## config.mk

```make
export PLATFORM = sky130hd
export DESIGN_NAME = fbc_ctl_regs
export DESIGN_NICKNAME = d
export VERILOG_FILES = /design/src/rtl/fbc_pkg.sv /design/src/rtl/fbc_addr_dec.sv /design/src/rtl/fbc_gp_bank.sv /design/src/rtl/fbc_irq_ctrl.sv /design/src/rtl/fbc_ctl_regs.sv
export SDC_FILE = /design/constraint.sdc
export NUM_CORES = 1
export LEC_CHECK = 0
export BUFFER_PORTS_ARGS = -buffer_cell sky130_fd_sc_hd__buf_2
export CORE_UTILIZATION = 60
export DETAILED_ROUTE_END_ITERATION = 12
export GPL_TIMING_DRIVEN = 1
export PLACE_DENSITY_LB_ADDON = 0.1
export SLEW_MARGIN = 40
export SYNTH_ARGS = -nofsm -noshare
export SYNTH_HDL_FRONTEND = slang
export SYNTH_HIERARCHICAL = 1
export SYNTH_SLANG_ARGS = --single-unit
```

## constraint.sdc

```tcl
create_clock -name clk -period 2 [get_ports clk]
set_input_delay 0.1 -clock clk [delete_from_list [all_inputs] [get_ports clk]]
set_output_delay 0.1 -clock clk [all_outputs]
set_load 0.05 [all_outputs]
```

## src/rtl/fbc_pkg.sv

```systemverilog
package fbc_pkg;

  typedef enum logic [1:0] {
    FBC_RGN_NONE = 2'd0,
    FBC_RGN_CTRL = 2'd1,
    FBC_RGN_STAT = 2'd2,
    FBC_RGN_GP   = 2'd3
  } fbc_region_e;

  localparam int unsigned FBC_ADDR_W     = 5;
  localparam int unsigned FBC_DATA_W     = 8;
  localparam int unsigned FBC_IRQ_EN_BIT = 7;
  localparam int unsigned FBC_PEND_BIT   = 7;
  localparam logic [7:0]  FBC_STATUS_ID  = 8'h61;

endpackage

```

## src/rtl/fbc_addr_dec.sv

```systemverilog
module fbc_addr_dec
  import fbc_pkg::*;
#(
  parameter int unsigned ADDR_W = FBC_ADDR_W,
  parameter int unsigned IDX_W  = 4
) (
  input  logic [ADDR_W-1:0] addr,
  output fbc_region_e       region,
  output logic [IDX_W-1:0]  gp_idx
);

  localparam logic [ADDR_W-1:0] CTRL_OFF = ADDR_W'(1 << (ADDR_W - 1));
  localparam logic [ADDR_W-1:0] STAT_OFF = CTRL_OFF + ADDR_W'(1);
  localparam logic [ADDR_W-1:0] GP_BASE  = CTRL_OFF + ADDR_W'(2);

  function automatic fbc_region_e region_of(input logic [ADDR_W-1:0] a);
    if (a == CTRL_OFF)      return FBC_RGN_CTRL;
    else if (a == STAT_OFF) return FBC_RGN_STAT;
    else if (a >= GP_BASE)  return FBC_RGN_GP;
    else                    return FBC_RGN_NONE;
  endfunction

  function automatic logic [IDX_W-1:0] gp_index_of(input logic [ADDR_W-1:0] a);
    logic [ADDR_W-1:0] d;
    d = a - GP_BASE;
    return d[IDX_W-1:0];
  endfunction

  assign region = region_of(addr);
  assign gp_idx = gp_index_of(addr);

endmodule

```

## src/rtl/fbc_gp_bank.sv

```systemverilog
module fbc_gp_bank
  import fbc_pkg::*;
#(
  parameter int unsigned DATA_W = FBC_DATA_W,
  parameter int unsigned NUM_GP = 14,
  parameter int unsigned IDX_W  = 4
) (
  input  logic              clk,
  input  logic              rst_n,
  input  logic              we,
  input  logic [IDX_W-1:0]  idx,
  input  logic [DATA_W-1:0] wdata,
  output logic [DATA_W-1:0] rdata
);

  logic [NUM_GP-1:0][DATA_W-1:0] bank;

  for (genvar g = 0; g < NUM_GP; g++) begin : g_byte
    logic [DATA_W-1:0] q;
    always_ff @(posedge clk or negedge rst_n) begin
      if (!rst_n)                          q <= '0;
      else if (we && idx == IDX_W'(g))     q <= wdata;
    end
    assign bank[g] = q;
  end

  always_comb begin
    rdata = '0;
    if (idx < IDX_W'(NUM_GP)) rdata = bank[idx];
  end

endmodule

```

## src/rtl/fbc_irq_ctrl.sv

```systemverilog
module fbc_irq_ctrl (
  input  logic clk,
  input  logic rst_n,
  input  logic frame_end,
  input  logic irq_en,
  input  logic ack,
  output logic set_evt,
  output logic ack_evt,
  output logic pending
);

  function automatic logic next_pending(input logic cur, input logic set,
                                        input logic clr);
    if (set)      return 1'b1;
    else if (clr) return 1'b0;
    else          return cur;
  endfunction

  assign set_evt = frame_end & irq_en;
  assign ack_evt = ack;

  always_ff @(posedge clk or negedge rst_n) begin
    if (!rst_n) pending <= 1'b0;
    else        pending <= next_pending(pending, set_evt, ack_evt);
  end

endmodule

```

## src/rtl/fbc_ctl_regs.sv

```systemverilog
module fbc_ctl_regs
  import fbc_pkg::*;
#(
  parameter int unsigned ADDR_W     = FBC_ADDR_W,
  parameter int unsigned DATA_W     = FBC_DATA_W,
  parameter int unsigned IRQ_EN_BIT = FBC_IRQ_EN_BIT,
  parameter int unsigned PEND_BIT   = FBC_PEND_BIT
) (
  input  logic              clk,
  input  logic              rst_n,
  input  logic              bus_we,
  input  logic [ADDR_W-1:0] bus_addr,
  input  logic [DATA_W-1:0] bus_wdata,
  output logic [DATA_W-1:0] bus_rdata,
  input  logic              frame_end,
  output logic              irq
);

  localparam int unsigned WIN_BYTES = 1 << ADDR_W;
  localparam int unsigned NUM_GP    = WIN_BYTES / 2 - 2;
  localparam int unsigned IDX_W     = $clog2(NUM_GP);

  fbc_region_e       region;
  logic [IDX_W-1:0]  gp_idx;
  logic [DATA_W-1:0] ctrl_q;
  logic [DATA_W-1:0] gp_rdata;
  logic              irq_en;
  logic              set_evt;
  logic              ack_evt;
  logic              pending;

  function automatic logic [DATA_W-1:0] status_view(input logic pend);
    logic [DATA_W-1:0] v;
    v = DATA_W'(FBC_STATUS_ID);
    v[PEND_BIT] = pend;
    return v;
  endfunction

  fbc_addr_dec #(.ADDR_W(ADDR_W), .IDX_W(IDX_W)) u_dec (
    .addr   (bus_addr),
    .region (region),
    .gp_idx (gp_idx)
  );

  always_ff @(posedge clk or negedge rst_n) begin
    if (!rst_n)                                ctrl_q <= '0;
    else if (bus_we && region == FBC_RGN_CTRL) ctrl_q <= bus_wdata;
  end

  assign irq_en = ctrl_q[IRQ_EN_BIT];

  fbc_irq_ctrl u_irq (
    .clk       (clk),
    .rst_n     (rst_n),
    .frame_end (frame_end),
    .irq_en    (irq_en),
    .ack       (bus_we && region == FBC_RGN_STAT),
    .set_evt   (set_evt),
    .ack_evt   (ack_evt),
    .pending   (pending)
  );

  fbc_gp_bank #(.DATA_W(DATA_W), .NUM_GP(NUM_GP), .IDX_W(IDX_W)) u_gp (
    .clk   (clk),
    .rst_n (rst_n),
    .we    (bus_we && region == FBC_RGN_GP),
    .idx   (gp_idx),
    .wdata (bus_wdata),
    .rdata (gp_rdata)
  );

  always_comb begin
    unique case (region)
      FBC_RGN_CTRL: bus_rdata = ctrl_q;
      FBC_RGN_STAT: bus_rdata = status_view(pending);
      FBC_RGN_GP:   bus_rdata = gp_rdata;
      default:      bus_rdata = '0;
    endcase
  end

  assign irq = pending;

endmodule

```

# [Yosys cells after proc, flatten, opt, wreduce, memory -nomap -nowiden]
# Index checks and enable logic that the tools add are counted.
[totals] reg_bits=121 in_bits=17
[classes] n_eq_ne=18 addsub=1 mux=9 bitwise_logic=1 magnitude_cmp=3 reduce_logical=19
[op_table] op="binary-select mux 8 bit (select 4 bit)" n=1
[op_table] op="equality test 4 bit, second input constant" n=6
[op_table] op="case mux 8 bit (3 select lines)" n=1
[op_table] op="logical AND 1 bit" n=17
[op_table] op="equality test 4 x 3 -> 1 bit, second input constant" n=4
[op_table] op="two-way mux 8 bit" n=2
[op_table] op="equality test 5 bit, second input constant" n=2
[op_table] op="equality test 4 x 2 -> 1 bit, second input constant" n=2
[op_table] op="two-way mux 2 bit" n=3
[op_table] op=">= comparator 5 bit, second input constant" n=1
[op_table] op="less-than comparator 4 x 5 -> 1 bit, second input constant" n=1
[op_table] op="equality test 2 bit, second input constant" n=2
[op_table] op="equality test 4 x 1 -> 1 bit, second input constant" n=1
[op_table] op="logical NOT 4 bit" n=1
[op_table] op="less-than comparator 4 bit, second input constant" n=1
[op_table] op="subtractor 4 x 2 -> 4 bit, second input constant" n=1
[op_table] op="equality test 2 x 1 -> 1 bit, second input constant" n=1
[op_table] op="two-way mux 1 bit" n=2
[op_table] op="nonzero test 2 bit" n=1
[op_table] op="bitwise AND 1 bit" n=1

# [Longest topological paths before layout]
[logic_depth] ltp_word=8 mapped_depth=11

# [Modules after synthesis]
# The synthesis kept the hierarchy.
[modules_own_cells] mod="fbc_gp_bank" cells_each=347 n_inst=1 seq_area_each_um2=2802.7 area_each_um2=5166.2
[modules_own_cells] mod="fbc_ctl_regs" cells_each=44 n_inst=1 seq_area_each_um2=200.2 area_each_um2=478.0
[modules_own_cells] mod="fbc_addr_dec" cells_each=13 n_inst=1 seq_area_each_um2=0.0 area_each_um2=88.8
[modules_own_cells] mod="fbc_irq_ctrl" cells_each=5 n_inst=1 seq_area_each_um2=25.0 area_each_um2=52.6

# [Least setup slack after synthesis]
# OpenSTA, ideal clock, no wires.
[synth_path] kind="input port to flip-flop" startpoint="input port bus_addr[1]" endpoint="register u_gp.g_byte[3].q[0]" path_slack_ps=-374 path_buffers=3 t_required_ps=1875 stages=11 arrival_ps=2249 cell_sequence="inv_1 -> ha_1 -> o21ba_2 -> o31a_1 -> buf_2 -> buf_2 -> and3_1 -> nor3b_1 -> nor2b_1 -> buf_2 -> mux2_2"
[synth_between] elab_chain_len=7 word_cells_on_any_way=11 cone_classes="1 x add/sub; 1 x order compare; 4 x eq/ne; 3 x mux; 2 x reduce/logical"
[synth_lines] item="start, declared" line_no="fbc_ctl_regs.sv:12" text="input logic [ADDR_W-1:0] bus_addr,"
[synth_lines] item=">= comparator 5 bit" line_no="fbc_addr_dec.sv:19" text="else if (a >= GP_BASE) return FBC_RGN_GP;"
[synth_lines] item="two-way mux 2 bit" line_no="fbc_addr_dec.sv:19"
[synth_lines] item="two-way mux 2 bit" line_no="fbc_addr_dec.sv:18" text="else if (a == STAT_OFF) return FBC_RGN_STAT;"
[synth_lines] item="two-way mux 2 bit *" line_no="fbc_addr_dec.sv:17" text="if (a == CTRL_OFF) return FBC_RGN_CTRL;"
[synth_lines] item="via region[0]" line_no="fbc_ctl_regs.sv:23" text="fbc_region_e region;"
[synth_lines] item="equality test 2 bit *" line_no="fbc_ctl_regs.sv:66" text=".we (bus_we && region == FBC_RGN_GP),"
[synth_lines] item="logical AND 1 bit *" line_no="fbc_ctl_regs.sv:66"
[synth_lines] item="logical AND 1 bit *" line_no="fbc_gp_bank.sv:22" text="else if (we && idx == IDX_W'(g)) q <= wdata;"
[synth_lines] item="end signal, assigned" line_no="fbc_gp_bank.sv:22"
[synth_lines] item="end, declared" line_no="fbc_gp_bank.sv:19" text="logic [DATA_W-1:0] q;"
# The timed path passes the listed nets; every way through them passes the cells marked *.
# A chain may end at the register's enable or synchronous reset.

# [Worst setup path in the final report]
[layout_path] startpoint="register u_gp.g_byte[7].q[7]" endpoint="output port bus_rdata[7]"
[layout_between] elab_chain_len=4
[layout_lines] item="start, declared" line_no="fbc_gp_bank.sv:19"
[layout_lines] item="start signal, assigned" line_no="fbc_gp_bank.sv:22"
[layout_lines] item="binary-select mux 8 bit (select 4 bit)" line_no="fbc_gp_bank.sv:29" text="if (idx < IDX_W'(NUM_GP)) rdata = bank[idx];"
[layout_lines] item="two-way mux 8 bit (not written as such)" line_no="fbc_gp_bank.sv:29"
[layout_lines] item="two-way mux 8 bit" line_no="fbc_gp_bank.sv:29"
[layout_lines] item="via gp_rdata[7]" line_no="fbc_ctl_regs.sv:26" text="logic [DATA_W-1:0] gp_rdata;"
[layout_lines] item="case mux 8 bit (3 select lines)" line_no="fbc_ctl_regs.sv:73" text="unique case (region)"
[layout_lines] item="end, declared" line_no="fbc_ctl_regs.sv:14" text="output logic [DATA_W-1:0] bus_rdata,"
# The timed path passes the listed nets, and every way through them passes these cells. The select of a mux whose other input is x is not followed.

==> metrics <==
status complete, but fails checks; failing checks negative setup slack; Sw Ratio about 26%; fin util 76.4%; total global routing track utilization about 28%; root buffer cell clkbuf_8; grt total ovfl 0; Placed Cells 563; CP Launch Type flip-flop; routability cong. 0.783; most frequent cells in the layout mux2_2 (134), dfrtp_1 (121), buf_4 (27); setup TNS -2.35 ns; via count roughly 3500; CP max FO 2; routed length per instance approximately 21 um; Pint 5.42 mW; vias in the first global route 3642; CTS max path bufs 2; Required @ worst endpoint 1.90 ns; H-tree level count 4; First DRT Iteration DRCs 148; drc violations 0; # Max-Cap Violations 0; Seq pwr share 41.0%; P&R area growth vs syn 22.8%; Max Clk Rate 424 MHz; Cell Count, Final, Fillers Out 600; design area 7090 um2; dpl ws -0.249 ns; cell area after synthesis 5780 um2; worst-margin pin slew 0.540 ns; Vias/cell roughly 5.9; drt first pass iters 4; first-pass GRT wire length around 20 mm; full die area 10000 um2; clock buffer count from CTS 17; Area after DPL 6360 um2; IO Port Bufs 25; Worst setup EP type primary output; DIE WIDTH 100 um; min Tclk post-route ~2.4 ns; # IOs 26; Avg Cell Area, Syn 14.2 um2; Clock Skews around 0.00024 ns; count of mapped cells out of synthesis 408; Syn Nets 426; Pleak roughly 3.3 nW; detailed placement HPWL 8.22 mm; Clock Latency Late Sink around 0.51 ns; die extent in y 100 um; Max VDD drop 1.09 mV; Core Rows 35; CP Data Arrival Time 2.26 ns; share of cells above drive strength 1 around three fifths; Final #Nets between 400 and 500; Final Hold Fails 0; core area approximately 9300 um2; # setup viols final 8; fin crit share 118%; DRT antenna net count 0; Ys Warns 6; sw power 1.89 mW; CTS tree yes; most common cell after layout, fill and taps aside mux2_2; worst setup margin -0.357 ns; HP Class input port to asynchronous set/reset pin; Slew Limit Fails 0; Initial Util 62.2%; initial antenna violation count 0; Worst-path clk slew 0.06 ns; CTS sink cnt 121; largest net degree at the start of global routing between 50 and 60; Clk network pwr share roughly 43%; Setup CP Type flip-flop to primary output; Post-Route WL roughly 13 mm; unrepaired setup endpoints after global routing true; Logic pwr share about 17%; Ant. Diodes 0; worst rel slew slack between 60% and 70%; PD cells 1030 nW/um2
-- what timing repair did --
item,4_1_cts,5_1_grt
hold endpoints to repair,122,0
buffers inserted,2,0
gates resized for setup,19,1
setup endpoints to repair,8,8
pin swaps,6,0
hold buffers,3,0
-- final cells by class --
class	instances	area [um2]
Clock buffer	19	442
Timing Repair Buffer	61	524
Tap cell	129	161
Inverter	8	55.1
Multi-Input combinational cell	249	2710
Sequential cell	121	3030
Fill cell	587	2190
Clock inverter	13	169
-- per-layer routing --
metal / routed length (um) / GRT usage (%)
met2: 5950 / 43.8
met1: 5920 / 39.5
met3: 574 / 6.13
met5: 0 / 0
met4: 201 / 11.0
-- critical path: stages (launching register included) --
cell and delay, ns:
dfrtp_1 0.39, mux4_2 0.52, a22oi_2 0.23, o31ai_2 0.11
mux2i_1 0.24, mux2i_4 0.10, buf_6 0.16
-- sequential cells by signal, indices dropped and copies added (netlist names) --
signal / count
u_gp/g_byte.q: 112
ctrl_q: 8
u_irq/pending: 1
-- final timing paths --
kind                                   endpoint  depth (start not counted)  slack (ns)           startpoint
min in group clk                      ctrl_q[2]                          3        0.06               bus_we
min                        u_gp/g_byte[13].q[5]                          2        0.03                rst_n
max reg2reg                       u_irq/pending                          3        0.66            ctrl_q[7]
max                                bus_rdata[7]                          6       -0.36  u_gp/g_byte[7].q[7]
min reg2reg                 u_gp/g_byte[2].q[1]                          1        0.50  u_gp/g_byte[2].q[1]
max in group asynchronous  u_gp/g_byte[11].q[5]                          3        1.33                rst_n
-- power by group through the flow --
stage / Sequential (mW) / Clock, mW / Combinational, mW
after detailed placement: 3.03 / 0 / 1.13
after floorplan: 2.99 / 0 / 0.823
after CTS: 2.99 / 3.15 / 1.21
final: 3.00 / 3.11 / 1.20
after global routing: 3.04 / 3.26 / 1.30
after global placement: 3.01 / 0 / 1.10
-- per-stage QoR --
stage / total power [mW] / hold WS (ns)
after CTS: 7.35 / 0.0139
after global placement: 4.11 / 0.0280
after global routing: 7.59 / 0.0482
final: 7.31 / 0.0274
after detailed placement: 4.16 / 0.0208
after floorplan: 3.81 / -0.196
Note: power is estimated with default switching activity, not from simulation.
